$ cat src/rtl/alu_exec_pkg.sv
package alu_exec_pkg;
  localparam int unsigned OPC_W = 4;
  localparam int unsigned SEL_W = 4;

  localparam logic [OPC_W-1:0] OPC_OR   = 4'd0;
  localparam logic [OPC_W-1:0] OPC_AND  = 4'd1;
  localparam logic [OPC_W-1:0] OPC_XOR  = 4'd2;
  localparam logic [OPC_W-1:0] OPC_ADD  = 4'd3;
  localparam logic [OPC_W-1:0] OPC_SUB  = 4'd4;
  localparam logic [OPC_W-1:0] OPC_LADD = 4'd5;
  localparam logic [OPC_W-1:0] OPC_CADD = 4'd6;

  localparam logic [SEL_W-1:0] CSEL_FALSE = 4'd0;
  localparam logic [SEL_W-1:0] CSEL_TRUE  = 4'd1;
  localparam logic [SEL_W-1:0] CSEL_EZ    = 4'd2;
  localparam logic [SEL_W-1:0] CSEL_NZ    = 4'd3;
  localparam logic [SEL_W-1:0] CSEL_LZ    = 4'd4;
  localparam logic [SEL_W-1:0] CSEL_GEZ   = 4'd5;
  localparam logic [SEL_W-1:0] CSEL_CY    = 4'd6;
  localparam logic [SEL_W-1:0] CSEL_NCY   = 4'd7;

  typedef enum logic [1:0] {
    CIN_ZERO  = 2'd0,
    CIN_ONE   = 2'd1,
    CIN_STORE = 2'd2
  } cin_src_e;

  typedef struct packed {
    logic     is_arith;
    logic     invert_r;
    logic     carry_wr;
    cin_src_e cin_src;
  } op_ctl_t;

  function automatic op_ctl_t decode_op(input logic [OPC_W-1:0] opc);
    op_ctl_t c;
    c = '{is_arith: 1'b0, invert_r: 1'b0, carry_wr: 1'b0, cin_src: CIN_ZERO};
    case (opc)
      OPC_ADD:  c.is_arith = 1'b1;
      OPC_SUB:  begin c.is_arith = 1'b1; c.invert_r = 1'b1; c.carry_wr = 1'b1; c.cin_src = CIN_ONE; end
      OPC_LADD: begin c.is_arith = 1'b1; c.carry_wr = 1'b1; end
      OPC_CADD: begin c.is_arith = 1'b1; c.carry_wr = 1'b1; c.cin_src = CIN_STORE; end
      default:  c.is_arith = 1'b0;
    endcase
    return c;
  endfunction
endpackage

$ cat src/rtl/alu_adder.sv
module alu_adder #(
  parameter int unsigned W = 32
) (
  input  logic [W-1:0] a_in,
  input  logic [W-1:0] b_in,
  input  logic         invert_b,
  input  logic         cin,
  output logic [W-1:0] sum,
  output logic         cout
);
  localparam int unsigned EXT_W = W + 1;

  function automatic logic [EXT_W-1:0] add_ext(input logic [W-1:0] x,
                                               input logic [W-1:0] y,
                                               input logic c);
    return {1'b0, x} + {1'b0, y} + {{W{1'b0}}, c};
  endfunction

  logic [W-1:0]     b_eff;
  logic [EXT_W-1:0] total;

  assign b_eff = invert_b ? ~b_in : b_in;
  assign total = add_ext(a_in, b_eff, cin);
  assign sum   = total[W-1:0];
  assign cout  = total[EXT_W-1];
endmodule

$ cat src/rtl/alu_logic_unit.sv
module alu_logic_unit
  import alu_exec_pkg::*;
#(
  parameter int unsigned W = 32
) (
  input  logic [OPC_W-1:0] opc,
  input  logic [W-1:0]     a_in,
  input  logic [W-1:0]     b_in,
  output logic [W-1:0]     y
);
  always_comb begin
    case (opc)
      OPC_OR:  y = a_in | b_in;
      OPC_AND: y = a_in & b_in;
      OPC_XOR: y = a_in ^ b_in;
      default: y = '0;
    endcase
  end
endmodule

$ cat src/rtl/alu_cond_eval.sv
module alu_cond_eval
  import alu_exec_pkg::*;
#(
  parameter int unsigned W = 32
) (
  input  logic [SEL_W-1:0] sel,
  input  logic [W-1:0]     res,
  input  logic             carry,
  output logic             cond
);
  logic is_zero;
  logic is_neg;

  assign is_zero = (res == '0);
  assign is_neg  = res[W-1];

  always_comb begin
    case (sel)
      CSEL_TRUE: cond = 1'b1;
      CSEL_EZ:   cond = is_zero;
      CSEL_NZ:   cond = !is_zero;
      CSEL_LZ:   cond = is_neg;
      CSEL_GEZ:  cond = !is_neg;
      CSEL_CY:   cond = carry;
      CSEL_NCY:  cond = !carry;
      default:   cond = 1'b0;
    endcase
  end
endmodule

$ cat src/rtl/alu_exec.sv
module alu_exec
  import alu_exec_pkg::*;
#(
  parameter int unsigned DATA_W = 32
) (
  input  logic               clk,
  input  logic               rst_n,
  input  logic               op_valid,
  input  logic [OPC_W-1:0]   op_code,
  input  logic [SEL_W-1:0]   cond_sel,
  input  logic [DATA_W-1:0]  left_opnd,
  input  logic [DATA_W-1:0]  right_opnd,
  output logic               res_valid,
  output logic [DATA_W-1:0]  result_q,
  output logic               cond_q,
  output logic               carry_q
);
  op_ctl_t            ctl;
  logic               add_cin;
  logic [DATA_W-1:0]  add_sum;
  logic               add_cout;
  logic [DATA_W-1:0]  logic_y;
  logic [DATA_W-1:0]  res_next;
  logic               carry_next;
  logic               cond_next;
  logic               carry_wr;

  assign ctl = decode_op(op_code);

  always_comb begin
    case (ctl.cin_src)
      CIN_ONE:   add_cin = 1'b1;
      CIN_STORE: add_cin = carry_q;
      default:   add_cin = 1'b0;
    endcase
  end

  alu_adder #(.W(DATA_W)) u_add (
    .a_in     (left_opnd),
    .b_in     (right_opnd),
    .invert_b (ctl.invert_r),
    .cin      (add_cin),
    .sum      (add_sum),
    .cout     (add_cout)
  );

  alu_logic_unit #(.W(DATA_W)) u_logic (
    .opc  (op_code),
    .a_in (left_opnd),
    .b_in (right_opnd),
    .y    (logic_y)
  );

  assign res_next   = ctl.is_arith ? add_sum : logic_y;
  assign carry_wr   = op_valid && ctl.carry_wr;
  assign carry_next = ctl.carry_wr ? add_cout : carry_q;

  alu_cond_eval #(.W(DATA_W)) u_cond (
    .sel   (cond_sel),
    .res   (res_next),
    .carry (carry_next),
    .cond  (cond_next)
  );

  always_ff @(posedge clk) begin
    if (!rst_n) begin
      res_valid <= 1'b0;
      result_q  <= '0;
      cond_q    <= 1'b0;
      carry_q   <= 1'b0;
    end else begin
      res_valid <= op_valid;
      if (op_valid) begin
        result_q <= res_next;
        cond_q   <= cond_next;
      end
      if (carry_wr) carry_q <= carry_next;
    end
  end
endmodule

$ cat config.mk
export PLATFORM = sky130hd
export DESIGN_NAME = alu_exec
export DESIGN_NICKNAME = d
export VERILOG_FILES = /design/src/rtl/alu_exec_pkg.sv /design/src/rtl/alu_adder.sv /design/src/rtl/alu_logic_unit.sv /design/src/rtl/alu_cond_eval.sv /design/src/rtl/alu_exec.sv
export SDC_FILE = /design/constraint.sdc
export NUM_CORES = 1
export LEC_CHECK = 0
export BUFFER_PORTS_ARGS = -buffer_cell sky130_fd_sc_hd__clkbuf_2
export CORE_MARGIN = 3
export CORE_UTILIZATION = 54
export CTS_BUF_LIST = sky130_fd_sc_hd__clkbuf_16
export DETAILED_ROUTE_END_ITERATION = 10
export GPL_TIMING_DRIVEN = 0
export PLACE_DENSITY_LB_ADDON = 0.05
export SLEW_MARGIN = 30
export SYNTH_ARGS = -nofsm -noshare
export SYNTH_HDL_FRONTEND = slang
export SYNTH_SLANG_ARGS = --single-unit
$ cat constraint.sdc
create_clock -name clk -period 9.4 [get_ports clk]
set_input_delay 2.82 -clock clk [delete_from_list [all_inputs] [get_ports clk]]
set_output_delay 2.82 -clock clk [all_outputs]
set_load 0.02 [all_outputs]
==> results.md <==
* Wirelength, routed at 17300 um
* Reg2reg start: carry_q
* Port buffer count at 107
* CTS tree: done
* Tmin final at 8.76 ns
* Clock Path Buffers at 2
* Post-route DRC at 0
* Post-synth top flop: dfxtp_1
* CP max-delay cell: clkbuf_1
* Cells after Synth at 743
* Largest net degree at the start of global routing at 13
* Cell taking the most area after synthesis: ha_1
* Vias in the first global route at 5527
* Peak VDD IR at 0.0986 mV
* Area post-placement at 6270 sq um
* Status: finished clean
* Final hold vios at 0
* Initial DRC count at 478
* N_diodes at 0
* Clk root buf: clkbuf_16
* Worst EP arrival at 8.91 ns
* Register area share after synthesis at 12.6%
* Clock Pin Slew Worst Setup and Hold Paths at 0.06 ns
* Fin nets at 1034
* CP Launch Type: primary input
* EDFF count, synth at 0
* Placed Instances at 985
* Largest cells by area after synthesis: ha_1, dfxtp_1, xnor2_1
* Final Cell Area at 6440 sq um
* Top-area cell type share of the netlist area at 22.1%
* Async set-reset flop share out of synthesis at 0%
* Max Clk Rate at 114 MHz
* Switching share of power at 40.3%
* Clock power frac at 26.1%
* Post-Syn Nets at 918
* ANT nets after route at 0
* Mapped Area at 5540 sq um
* Crit Path Max Fanout at 10
* Internal power at 423 uW
* Synth Warn # at 0
* H-tree Lvls at 2
* Delay of the slowest critical-path stage at 0.64 ns
* Min Hold Slack at 0.481 ns
* Die area at 11500 sq um
* Worst Hold Class: flop to flop
* Die Y at 107 um
* Most numerous cell in the Yosys netlist: ha_1
* Leak pwr at 3.16 nW
* Share of cells above drive strength 1 at 18.0%
* Worst Tran Pin Value at 0.796 ns
* Post-Syn Area per Cell at 7.46 sq um
* Worst Skew at 0.00360 ns
* Setup TNS at 0 ns
* DPL Wire Length at 14300 um
* Routed vias/inst at 5.99
* GRT Total Usage at 29.7%
* Starting Density at 56.2%
* Power Dens Cells at 110 nW/um^2
* Combinational share of power at 50.6%
* Top post-synthesis cells by count: ha_1, nor2_1, inv_1, a21oi_1, nand2_1
* Clock Sinks at 35
* Seq pwr share at 23.3%
* Vias at 5952
* Synth Register Bits at 35
* Post-DR wirelength/cell at 17.4 um
* Worst-Skew Late Latency at 0.28 ns
* GRT overflow at 0
* Worst R2R End: cond_q
* Depth of the worst hold-timing path at 2
* Iteration count of the initial detailed-routing pass at 5
* Initial antenna violation count at 0
* Final non-filler cell total at 993
* Reg2reg path depth at 15
* Relative slew slack at 46.6%
* Final setup fails at 0
* Crit share post-route at 93.2%
* CP Capture Type: flop
* Hold Path Sink: result_q[9]
* First-pass GRT wire length at 27500 um
* CORE AREA at 9860 sq um
* Final Slew Violations at 0
* GPL Wtd Cong at 0.954
* Setup CP Type: primary input to flop
* Hold-fix buffers at CTS at 0
* Critical path cell sequence: clkbuf_2 > clkbuf_1 > clkbuf_1 > nor3_1 > clkbuf_1 > clkbuf_1 > inv_1 > ha_1 > nor2b_1 > fa_1 > fa_1 > a211oi_2 > o31ai_2 > a31oi_2 > nor3_2 > nor3_1 > a21boi_1 > xor2_2 > a2111oi_2 > nand4_1 > o311ai_0 > o211ai_1
* Sw power at 285 uW
* Worst Path Required at 9.55 ns
* R2R Setup Slk at 5.25 ns
* Synth unique cells at 72
* Max-Cap Viols at 0
* RSZ-0062 raised after global routing: no
* Hold Path Origin: result_q[9]
* Synthesis-to-finish area growth at 16.2%
* Setup Fix Bufs, Post-CTS at 0
* Die width at 107 um
* Std-Cell Rows at 36
* TritonCTS Buffers at 5
* I/O Pins at 110
* Most used cell, CP: clkbuf_1
* Post-cts sizing count at 0
power groups by stage:
stage / registers (mW) / clock network (mW) / logic [mW]
after floorplan: 0.180 / 0 / 0.233
after global placement: 0.167 / 0 / 0.339
after detailed placement: 0.168 / 0 / 0.348
after CTS: 0.165 / 0.185 / 0.351
after global routing: 0.166 / 0.191 / 0.393
final: 0.165 / 0.184 / 0.358
routing by layer:
metal / track usage, % / up-vias / share of wire, %
met5: 0 / - / 0
met4: 5.48 / 0 / 1.2
met3: 3.96 / 26 / 8.6
met1: 41.3 / 2757 / 44
li1: - / 2889 / -
met2: 49.4 / 280 / 46
how the worst max path moves through the flow:
stage / to / cells past startpoint / start / slack, ns
floorplan: cond_q / 21 / op_code[0] / 1.70
global placement: cond_q / 22 / op_code[0] / 0.55
CTS: cond_q / 23 / op_code[0] / 0.73
detailed placement: cond_q / 23 / op_code[0] / 0.45
global route: cond_q / 22 / op_code[0] / 0.26
finish: cond_q / 22 / op_code[0] / 0.64
metrics by stage:
step                worst slack [ns]  utilization (%)  power (mW)
CTS                            0.731             65.3       0.700
global placement               0.546             63.3       0.507
detailed placement             0.448             63.6       0.516
floorplan                       1.70                -       0.413
global route                   0.258             65.3       0.749
finish                         0.642             65.3       0.708
cell usage in the layout, fill, tap and decap left out, types with 7 or more instances in the layout:
cell type	count
dfxtp_1	35
nand2_1	53
nand4_1	7
a21o_1	14
xor2_1	11
ha_1	98
a21oi_1	56
clkbuf_1	22
nand2b_1	8
nor3_1	14
clkbuf_2	107
a22oi_1	10
nand3_1	9
nor2_1	85
a211oi_1	19
inv_1	76
xnor2_1	44
a221oi_1	17
a31oi_1	8
and3_1	8
o21ai_0	27
worst max-delay path: cells and delay by family:
family	cells	cell delay [ns]
XOR/XNOR	1	0.18
adder cells (fa/ha/maj)	3	1.17
buffers and inverters	6	1.95
AO/OA/AOI/OAI	7	1.84
AND/OR/NAND/NOR	5	0.93
area by class of cell:
class                      count  area [sq um]
buffer                        35           204
clock buffer                   5           125
clock inverter                 3          43.8
fill                         897          3420
inverter                      78           293
multi-input combinational    595          4360
sequential                    35           701
tap                          133           166
timing repair buffer         109           551
cells by family after synthesis:
family                   count (synthesis)  share of synthesized area [%]
adder cells (fa/ha/maj)                100                           22.8
XOR/XNOR                                56                           8.98
AO/OA/AOI/OAI                          217                           27.2
multiplexers                             3                          0.542
buffers and inverters                  113                           8.96
AND/OR/NAND/NOR                        219                           18.8
flip-flops                              35                           12.6
registers in the layout (all words and copies together), names as in the netlist:
| signal | count |
|---|---|
| result_q | 32 |
| carry_q | 1 |
| cond_q | 1 |
| res_valid | 1 |
No activity file was read; power rests on OpenSTA's default activity.
